## src/rtl/rtc_regif_pkg.sv

```systemverilog
package rtc_regif_pkg;

    localparam int SPACE_BYTES = 64;
    localparam int ADDR_W      = 6;
    localparam int TIME_BYTES  = 7;
    localparam int CTRL_ADDR   = 7;
    localparam int HOUR_ADDR   = 2;
    localparam int OSF_BIT     = 5;
    localparam int MODE12_BIT  = 6;

    // bits of the control byte that can be written directly
    localparam logic [7:0] CTRL_RW_MASK = 8'h93;
    localparam logic [7:0] CTRL_OSF     = 8'h20;

    typedef enum logic [1:0] {
        ST_IDLE,
        ST_GET_PTR,
        ST_WRITING,
        ST_READING
    } xfer_state_e;

    function automatic logic [6:0] bcd_to_bin(input logic [7:0] b);
        return 7'(int'(b[7:4]) * 10 + int'(b[3:0]));
    endfunction

    function automatic logic [7:0] bin_to_bcd(input logic [6:0] v);
        int tens;
        int ones;
        tens = int'(v) / 10;
        ones = int'(v) % 10;
        return {4'(tens), 4'(ones)};
    endfunction

endpackage

```

## src/rtl/rtc_xfer_fsm.sv

```systemverilog
module rtc_xfer_fsm
    import rtc_regif_pkg::*;
#(
    parameter int REG_SIZE = 64
) (
    input  logic              clk,
    input  logic              rst_n,
    input  logic              start_wr,
    input  logic              start_rd,
    input  logic              stop,
    input  logic              wr_valid,
    input  logic [7:0]        wr_data,
    input  logic              rd_req,
    output xfer_state_e       state,
    output logic [ADDR_W-1:0] ptr,
    output logic              wr_en,
    output logic              rd_en,
    output logic              relatch
);

    localparam logic [ADDR_W:0] WRAP_AT = (ADDR_W+1)'(REG_SIZE);

    xfer_state_e       state_d;
    logic [ADDR_W-1:0] ptr_d;
    logic              take_ptr;
    logic              advance;
    logic              wrap;
    logic              any_start;
    logic              unused_fsm;

    assign unused_fsm = ^wr_data[7:ADDR_W];

    // state register
    always_ff @(posedge clk) begin
        if (!rst_n) begin
            state <= ST_IDLE;
            ptr   <= '0;
        end else begin
            state <= state_d;
            ptr   <= ptr_d;
        end
    end

    // next state and pointer
    always_comb begin
        state_d = state;
        if (start_wr) begin
            state_d = ST_GET_PTR;
        end else if (start_rd) begin
            state_d = ST_READING;
        end else if (stop) begin
            state_d = ST_IDLE;
        end else begin
            unique case (state)
                ST_IDLE:    state_d = ST_IDLE;
                ST_GET_PTR: state_d = wr_valid ? ST_WRITING : ST_GET_PTR;
                ST_WRITING: state_d = ST_WRITING;
                ST_READING: state_d = ST_READING;
                default:    state_d = ST_IDLE;
            endcase
        end

        ptr_d = ptr;
        if (take_ptr) begin
            ptr_d = wr_data[ADDR_W-1:0];
        end else if (advance) begin
            ptr_d = wrap ? '0 : ptr + 1'b1;
        end
    end

    // outputs
    always_comb begin
        any_start = start_wr | start_rd;
        take_ptr  = 1'b0;
        wr_en     = 1'b0;
        rd_en     = 1'b0;
        if (!any_start && !stop) begin
            unique case (state)
                ST_IDLE:    ;
                ST_GET_PTR: take_ptr = wr_valid;
                ST_WRITING: wr_en    = wr_valid;
                ST_READING: rd_en    = rd_req;
                default:    ;
            endcase
        end
        advance = wr_en | rd_en;
        wrap    = advance && (({1'b0, ptr} + 1'b1) >= WRAP_AT);
        relatch = any_start | wrap;
    end

endmodule

```

## src/rtl/rtc_snapshot.sv

```systemverilog
module rtc_snapshot
    import rtc_regif_pkg::*;
#(
    parameter bit HAS_CENTURY = 1'b0
) (
    input  logic [8*TIME_BYTES-1:0] live_time,
    input  logic                    live_century,
    input  logic                    hour12_sel,
    output logic [8*TIME_BYTES-1:0] snap_time
);

    logic [6:0] h24;
    logic [6:0] h12;
    logic       pm;
    logic [7:0] hr_bcd;
    logic       cent;
    logic       unused_snap;

    assign cent = HAS_CENTURY ? live_century : 1'b0;

    always_comb begin
        h24    = bcd_to_bin({2'b00, live_time[21:16]});
        pm     = (h24 >= 7'd12);
        if (h24 == 7'd0) begin
            h12 = 7'd12;
        end else if (h24 > 7'd12) begin
            h12 = h24 - 7'd12;
        end else begin
            h12 = h24;
        end
        hr_bcd = bin_to_bcd(h12);

        snap_time[7:0]   = {1'b0, live_time[6:0]};
        snap_time[15:8]  = {1'b0, live_time[14:8]};
        snap_time[23:16] = hour12_sel ? {2'b01, pm, hr_bcd[4:0]}
                                      : {2'b00, live_time[21:16]};
        snap_time[31:24] = {5'b0, live_time[26:24]};
        snap_time[39:32] = {2'b0, live_time[37:32]};
        snap_time[47:40] = {cent, 2'b0, live_time[44:40]};
        snap_time[55:48] = live_time[55:48];
    end

    assign unused_snap = ^{live_time[7], live_time[15], live_time[23:22],
                           live_time[31:27], live_time[39:38], live_time[47:45],
                           hr_bcd[7:5], live_century};

endmodule

```

## src/rtl/rtc_reg_store.sv

```systemverilog
module rtc_reg_store
    import rtc_regif_pkg::*;
#(
    parameter int NV_START = 8,
    parameter bit HAS_CTRL = 1'b1
) (
    input  logic                    clk,
    input  logic                    rst_n,
    input  logic                    wr_en,
    input  logic                    rd_en,
    input  logic [ADDR_W-1:0]       addr,
    input  logic [7:0]              wr_data,
    input  logic                    relatch,
    input  logic [8*TIME_BYTES-1:0] snap_time,
    input  logic                    osc_fault,
    output logic [7:0]              rd_data,
    output logic                    rd_valid,
    output logic                    ld_valid,
    output logic [8*TIME_BYTES-1:0] ld_time,
    output logic                    hour12_sel
);

    logic [SPACE_BYTES-1:0][7:0] cell_q;
    logic [8*TIME_BYTES-1:0]     ld_img;
    logic                        time_hit;

    for (genvar a = 0; a < SPACE_BYTES; a++) begin : g_cell
        logic hit;
        assign hit = wr_en && (addr == ADDR_W'(a));

        if (a < TIME_BYTES) begin : g_time
            logic [7:0] q;
            always_ff @(posedge clk) begin
                if (!rst_n) begin
                    q <= '0;
                end else if (relatch) begin
                    q <= snap_time[8*a +: 8];
                end else if (hit) begin
                    q <= wr_data;
                end
            end
            assign cell_q[a] = q;
        end else if (HAS_CTRL && a == CTRL_ADDR) begin : g_ctrl
            logic [7:0] q;
            logic [7:0] d;
            always_comb begin
                d = q;
                if (hit) begin
                    d = (wr_data & CTRL_RW_MASK) | (wr_data & q & CTRL_OSF);
                end
                if (osc_fault) begin
                    d[OSF_BIT] = 1'b1;
                end
            end
            always_ff @(posedge clk) begin
                if (!rst_n) begin
                    q <= '0;
                end else begin
                    q <= d;
                end
            end
            assign cell_q[a] = q;
        end else if (a >= NV_START) begin : g_ram
            logic [7:0] q;
            always_ff @(posedge clk) begin
                if (!rst_n) begin
                    q <= '0;
                end else if (hit) begin
                    q <= wr_data;
                end
            end
            assign cell_q[a] = q;
        end else begin : g_hole
            assign cell_q[a] = '0;
        end
    end

    always_comb begin
        for (int i = 0; i < TIME_BYTES; i++) begin
            ld_img[8*i +: 8] = (wr_en && addr == ADDR_W'(i)) ? wr_data : cell_q[i];
        end
        time_hit = wr_en && (addr < ADDR_W'(TIME_BYTES));
    end

    always_ff @(posedge clk) begin
        if (!rst_n) begin
            rd_data  <= '0;
            rd_valid <= 1'b0;
            ld_valid <= 1'b0;
            ld_time  <= '0;
        end else begin
            rd_valid <= rd_en;
            if (rd_en) begin
                rd_data <= cell_q[addr];
            end
            ld_valid <= time_hit;
            if (time_hit) begin
                ld_time <= ld_img;
            end
        end
    end

    assign hour12_sel = cell_q[HOUR_ADDR][MODE12_BIT];

endmodule

```

## src/rtl/rtc_regif.sv

```systemverilog
module rtc_regif
    import rtc_regif_pkg::*;
#(
    parameter int REG_SIZE    = 64,
    parameter int NV_START    = 8,
    parameter bit HAS_CENTURY = 1'b0,
    parameter bit HAS_CTRL    = 1'b1
) (
    input  logic        clk,
    input  logic        rst_n,
    input  logic        start_wr,
    input  logic        start_rd,
    input  logic        stop,
    input  logic        wr_valid,
    input  logic [7:0]  wr_data,
    input  logic        rd_req,
    output logic [7:0]  rd_data,
    output logic        rd_valid,
    input  logic [55:0] live_time,
    input  logic        live_century,
    input  logic        osc_fault,
    output logic        ld_valid,
    output logic [55:0] ld_time
);

    xfer_state_e             state;
    logic [ADDR_W-1:0]       ptr;
    logic                    wr_en;
    logic                    rd_en;
    logic                    relatch;
    logic                    hour12_sel;
    logic [8*TIME_BYTES-1:0] snap_time;

    rtc_xfer_fsm #(.REG_SIZE(REG_SIZE)) u_fsm (
        .clk      (clk),
        .rst_n    (rst_n),
        .start_wr (start_wr),
        .start_rd (start_rd),
        .stop     (stop),
        .wr_valid (wr_valid),
        .wr_data  (wr_data),
        .rd_req   (rd_req),
        .state    (state),
        .ptr      (ptr),
        .wr_en    (wr_en),
        .rd_en    (rd_en),
        .relatch  (relatch)
    );

    rtc_snapshot #(.HAS_CENTURY(HAS_CENTURY)) u_snap (
        .live_time    (live_time),
        .live_century (live_century),
        .hour12_sel   (hour12_sel),
        .snap_time    (snap_time)
    );

    rtc_reg_store #(.NV_START(NV_START), .HAS_CTRL(HAS_CTRL)) u_regs (
        .clk        (clk),
        .rst_n      (rst_n),
        .wr_en      (wr_en),
        .rd_en      (rd_en),
        .addr       (ptr),
        .wr_data    (wr_data),
        .relatch    (relatch),
        .snap_time  (snap_time),
        .osc_fault  (osc_fault),
        .rd_data    (rd_data),
        .rd_valid   (rd_valid),
        .ld_valid   (ld_valid),
        .ld_time    (ld_time),
        .hour12_sel (hour12_sel)
    );

endmodule

```

## config.mk

```make
export PLATFORM = sky130hd
export DESIGN_NAME = rtc_regif
export DESIGN_NICKNAME = d
export VERILOG_FILES = /design/src/rtl/rtc_regif_pkg.sv /design/src/rtl/rtc_xfer_fsm.sv /design/src/rtl/rtc_snapshot.sv /design/src/rtl/rtc_reg_store.sv /design/src/rtl/rtc_regif.sv
export SDC_FILE = /design/constraint.sdc
export NUM_CORES = 1
export LEC_CHECK = 0
export ABC_AREA = 0
export BUFFER_PORTS_ARGS = -buffer_cell sky130_fd_sc_hd__buf_4
export CELL_PAD_IN_SITES_DETAIL_PLACEMENT = 1
export CELL_PAD_IN_SITES_GLOBAL_PLACEMENT = 1
export CORE_ASPECT_RATIO = 0.5
export CORE_MARGIN = 2
export CORE_UTILIZATION = 54
export DETAILED_ROUTE_END_ITERATION = 16
export GPL_TIMING_DRIVEN = 0
export PLACE_DENSITY_LB_ADDON = 0.12
export SLEW_MARGIN = 20
export SYNTH_ARGS = -nofsm -noshare
export SYNTH_HDL_FRONTEND = slang
export SYNTH_SLANG_ARGS = --single-unit
```

## constraint.sdc

```tcl
create_clock -name clk -period 10.1 [get_ports clk]
set_clock_uncertainty 0.2 [all_clocks]
set_input_delay 1.515 -clock clk [delete_from_list [all_inputs] [get_ports clk]]
set_output_delay 1.515 -clock clk [all_outputs]
set_load 0.05 [all_outputs]
```

; ---- Word level (Yosys, flattened, before mapping)
; Cells that the tools add are included.
[op_classes]
order_cmp = 5
n_reduce_logical = 76
mux = 35
mul = 1
n_addsub = 4
n_bitwise = 6
eq_ne = 66
n_div = 2
[ops]
columns = operator, count
row1 = "== test 6 bit, second input constant", 32
row2 = "== test 6 x 5 -> 1 bit, second input constant", 16
row3 = 2-to-1 mux 8 bit, 10
row4 = logical AND 1 bit, 67
row5 = binary-select mux 8 bit (select 6 bit), 1
row6 = "== test 6 x 4 -> 1 bit, second input constant", 8
row7 = 2-to-1 mux 7 bit, 5
row8 = "divider 8 x 5 -> 32 bit, second input constant", 1
row9 = "remainder unit 8 x 5 -> 32 bit, second input constant", 1
row10 = 2-to-1 mux 6 bit, 5
row11 = "== test 6 x 3 -> 1 bit, second input constant", 4
row12 = "== test 6 x 2 -> 1 bit, second input constant", 2
row13 = 2-to-1 mux 1 bit, 8
row14 = OR 8 x 6 -> 8 bit, 1
row15 = case mux 2 bit (4 select lines), 1
row16 = "adder 6 x 1 -> 7 bit, second input constant", 1
row17 = adder 7 x 5 -> 7 bit, 1
row18 = ">= comparator 7 x 4 -> 1 bit, second input constant", 1
row19 = ">= comparator 7 bit, second input constant", 1
row20 = "> comparator 7 x 4 -> 1 bit, second input constant", 1
row21 = logical NOT 7 bit, 1
row22 = "< comparator 6 x 7 -> 1 bit, second input constant", 1
row23 = "subtractor 7 x 4 -> 7 bit, second input constant", 1
row24 = "adder 6 x 1 -> 6 bit, second input constant", 1
row25 = 16 further kinds, 24
[totals]
input_bits = 73
regBits = 586
out_inout_bits = 66

; ---- Logic depth before layout (Yosys ltp)
[logic_depth]
word_depth = 9
depth_mapped = 27
ltp_nobuf = 27

; ---- Cells and area by module
; Synthesis repeated with hierarchy kept, for this count alone.
[hier_totals]
cells_unflattened = 3104
hier_area_um2 = 27737.9
[by_module_without_submodules]
columns = mod, cells_each, area_per_inst_um2, instances, seq_area_each_um2
row1 = rtc_reg_store, 2824, 25572.0, 1, 11511.0
row2 = rtc_snapshot, 220, 1664.1, 1, 0.0
row3 = rtc_xfer_fsm, 60, 501.7, 1, 160.2

; ---- Least setup slack after synthesis
; No wires, ideal clock.
[synth_path]
path_type = input-to-reg
startpoint = in live_time[17]
endpoint = reg u_regs.g_cell[2].g_time.q[2]
t_arrival_ps = 6582
n_path_buf = 0
setup_slack_ps = 3248
stages = 26
cell_sequence = ha_1 -> fa_1 -> xor2_2 -> inv_2 -> ha_1 -> or3b_1 -> nand3_1 -> a21oi_1 -> mux2_2 -> inv_1 -> ha_1 -> inv_1 -> ha_1 -> o21a_2 -> o21ai_0 -> nand2_1 -> ha_1 -> nand2_1 -> a21o_1 -> a21oi_1 -> a311oi_1 -> a21oi_1 -> o32a_1 -> a211oi_4 -> mux2_1 -> a21oi_1
[synth_via]
elab_chain_cells = 7
[synth_lines]
columns = element, line
row1 = start: declaration, rtc_regif.sv:19  ; input logic [55:0] live_time,
row2 = adder 7 x 5 -> 7 bit (*), rtc_regif_pkg.sv:23  ; return 7'(int'(b[7:4]) * 10 + int'(b[3:0]));
row3 = subtractor 7 x 4 -> 7 bit or > comparator 7 x 4 -> 1 bit (tied branches), "rtc_snapshot.sv:27, rtc_snapshot.sv:26"
row4 = 2-to-1 mux 7 bit, rtc_snapshot.sv:26  ; end else if (h24 > 7'd12) begin
row5 = 2-to-1 mux 7 bit (*), rtc_snapshot.sv:24  ; if (h24 == 7'd0) begin
row6 = remainder unit 8 x 5 -> 32 bit (*), rtc_regif_pkg.sv:30  ; ones = int'(v) % 10;
row7 = 2-to-1 mux 7 bit (*), rtc_snapshot.sv:35  ; snap_time[23:16] = hour12_sel ? {2'b01, pm, hr_bcd[4:0]}
row8 = 2-to-1 mux 8 bit (*), rtc_reg_store.sv:36  ; end else if (relatch) begin
row9 = end signal: assignment, rtc_reg_store.sv:37  ; q <= snap_time[8*a +: 8];
row10 = end signal: assignment, rtc_reg_store.sv:39  ; q <= wr_data;
row11 = end: declaration, rtc_reg_store.sv:32  ; logic [7:0] q;
; Mark *: on every way between the ends. The rest lies on a longest branch, timed or not.
; A chain may end at the register's enable or synchronous reset.

; ---- Worst setup path after layout
; Ends and elaborated chain as after synthesis.

==> results_dict.tcl <==
set metrics [dict create \
    start_util_pct 54.84 \
    layoutNonFillerInstCount 3404 \
    synth.distinct_cells 79 \
    synthCells 2496 \
    fmax_ghz 0.1396 \
    synth_seq_cells 583 \
    arrival_ns 7.49 \
    synthMuxAreaShare_pct 31.18 \
    synth_common_cells "dfxtp_1, mux2i_1, nor2b_1, clkbuf_1, nand2_1" \
    yosysMostFrequentCell "dfxtp_1" \
    syn-num-nets 2586 \
    synth_xor_area_share_pct 0.1855 \
    outcome "complete, no violations" \
    avgSynthCellArea_um2 11.08 \
    ant_nets 0 \
    std_cell_rows 58 \
    worst_pin_slew_ns 1.208 \
    synthSimpleGateAreaFrac_pct 14.95 \
    slowest_delay_ns 0.49 \
    area_delta_synth_final_pct 12.70 \
    power_frac_comb_pct 10.0 \
    ctsHtreeMaxLevel 2 \
    hold_buffers 0 \
    p_per_area_nw_per_um2 155.4 \
    holdPathEnd "u_regs.g_cell[15].g_ram.q[1]" \
    clk_path_buf_depth 3 \
    vias_per_cell 6.315 \
    setup_ws_ns 2.934 \
    grt_setup_unrepaired "false" \
    multi_input_area_um2 15150 \
    cts_made_buffers 52 \
    vdd_drop_max_mv 0.1430 \
    drt-initial-drc-count 2028 \
    dr.pass1.iters 7 \
    vias 21500 \
    place_area_um2 29410 \
    stdcell_area_um2 31170 \
    startpoint_type "input pin" \
    p_sw_share_pct 26.01 \
    seq_area_frac_synth_pct 42.20 \
    synth_top_cell_by_area "dfxtp_1" \
    layout-drive-gt1-share_pct 15.44 \
    place_congestion 0.9804 \
    synth_top_family_by_area "multiplexers" \
    synth_top_area_share_pct 42.20 \
    synth.area.top_cells "dfxtp_1, mux2i_1, mux4_2" \
    die_w_um 324.1 \
    fillers 5327 \
    cts_resized 0 \
    grt_max_degree 17 \
    setup_viol 0 \
    synth_compound_area_share_pct 7.587 \
    internal-power_mw 3.584 \
    nets 2757 \
    fin_crit_ns 7.166 \
    placed_cells 3301 \
    pre_cts_slack_ns 2.346 \
    dieArea_um2 53150 \
    p_sw_mw 1.260 \
    clkTransAtPathRegs_ns 0.07 \
    track_usage_pct 36.45 \
    post-route-period-util_pct 70.95 \
    whs_path_depth 2 \
    seqPwrFrac_pct 48.0 \
    worstPathMaxFanout 5 \
    grt_pass1_vias 22170 \
    final.setup.tns_ns 0 \
    cts_tree "yes" \
    postCtsSetupRepairBufs 0 \
    r2r_cells 8 \
    critPathSlowestCell "fa_1" \
    synth-adder-area-share_pct 0.7962 \
    slew_violations 0 \
    crit_type "input pin to flip-flop" \
    reg2reg_slack_ns 5.28 \
    yosysWarnings 0 \
    regArea_um2 11670 \
    clock_power_share_pct 42.1 \
    io_pins 139 \
    dp_hpwl_mm 70.42 \
    hold_viol 0 \
    core_area_um2 50440 \
    synth_edf_count 0 \
    hold_class "flip-flop to flip-flop" \
    worstHoldStart "u_regs.g_cell[15].g_ram.q[1]" \
    max-slew-margin-rel_pct 19.48 \
    cts_sinks 583 \
    wire_per_inst_um 28.49 \
    grt_overflow 0 \
    rr_startpoint "u_fsm.ptr[0]" \
    power_leakage_nw 12.12 \
    port_buffers 114 \
    drcViolationCount 0 \
    clk_latency_ns 0.61 \
    crit_path_end_kind "flip-flop" \
    cts_root_buf "clkbuf_16" \
    antenna_found_initial 5 \
    worstPathRequired_ns 10.43 \
    die_h_um 164.0 \
    routed_wl_mm 96.99 \
    synthFlopType "dfxtp_1" \
    rr_endpoint "u_regs.rd_data[5]" \
    async_flop_share_pct 0 \
    drv_cap 0 \
    netlist_area_um2 27660 \
    grt_pass1_wl_mm 143.0 \
]
## cells by family (layout without fill, tap and decap cells)
kind of cell / Yosys count / in the layout
other: 0 / 7
and+or+nand+nor: 758 / 758
DFF: 583 / 583
adders and majority gates: 17 / 17
buffers and inverters: 226 / 437
muxes: 655 / 655
xor gates and xnor gates: 5 / 5
AOI/OAI and AO/OA: 252 / 252
## registers in the layout, indices dropped and copies added (netlist names)
name,cells
u_regs.g_cell.g_ram.q,448
u_regs.g_cell.g_time.q,56
u_regs.ld_time,56
u_regs.rd_data,8
u_fsm.ptr,6
u_regs.g_cell.g_ctrl.q,5
u_fsm.state,2
u_regs.ld_valid,1
u_regs.rd_valid,1
## cell type report
class	instances	area share [%]
multi-input combinational	1687	48.61
clock buffer	76	4.977
antenna	7	0.05620
clock inverter	18	0.4897
tap	690	2.770
timing repair buffer	117	2.854
inverter	16	0.1927
buffer	210	2.605
sequential	583	37.44
## cell usage in the layout (no fill, tap or decap), drive strengths merged, types with 5 or more instances in the layout
cell    count
dfxtp     583
mux2i     488
nor2b     433
clkbuf    265
nand2     174
mux4      165
buf       138
o211a     101
nor2       70
o21ai      45
a21boi     34
nand3      33
inv        18
ha         16
a21oi      13
clkinv     12
nand4      10
a31oi       8
diode       7
nor3        7
a21o        6
and2        5
a31o        5
## through the flow
step	power (mW)	util, %	hold WS (ns)
after floorplan	2.679	-	0.2403
after global placement	2.832	58.25	0.2539
after detailed placement	2.843	58.30	0.2653
after CTS	4.835	61.68	0.2749
after global routing	4.973	61.77	0.3001
final	4.844	61.80	0.2746
## worst max path at each step
| stage | slack [ns] | depth (start not counted) | end | start |
|---|---|---|---|---|
| finish | 2.93 | 26 | u_regs.g_cell[2].g_time.q[2] | live_time[17] |
| global route | 2.54 | 26 | u_regs.g_cell[2].g_time.q[2] | live_time[17] |
| CTS | 2.97 | 26 | u_regs.g_cell[2].g_time.q[2] | live_time[17] |
| detailed placement | 2.35 | 26 | u_regs.g_cell[2].g_time.q[2] | live_time[17] |
| global placement | 2.48 | 26 | u_regs.g_cell[2].g_time.q[2] | live_time[17] |
| floorplan | 3.25 | 26 | u_regs.g_cell[2].g_time.q[2] | live_time[17] |
## power by group through the flow
stage / sequential (mW) / combinational [mW] / clock (mW)
2_1_floorplan: 2.37 / 0.305 / 0
3_3_place_gp: 2.37 / 0.457 / 0
3_5_place_dp: 2.38 / 0.468 / 0
4_1_cts: 2.32 / 0.471 / 2.04
5_1_grt: 2.32 / 0.510 / 2.14
6_report: 2.32 / 0.482 / 2.04
## per-layer routing
layer / GRT usage, % / wire [um] / vias up
met5: 1.852 / 85 / -
met4: 11.91 / 3042 / 2
met3: 9.692 / 8885 / 219
met2: 58.35 / 44170 / 960
met1: 48.04 / 40800 / 11070
li1: - / - / 9241
## critical path: cells and delay by family
family          cells  cell delay (ns)
xor+xnor            1             0.25
mux                 2             0.64
fa+ha+maj           5             1.45
simple gates        6             1.06
compound gates     10             2.31
buf+inv             2             0.25
(Power assumes the default switching activity.)
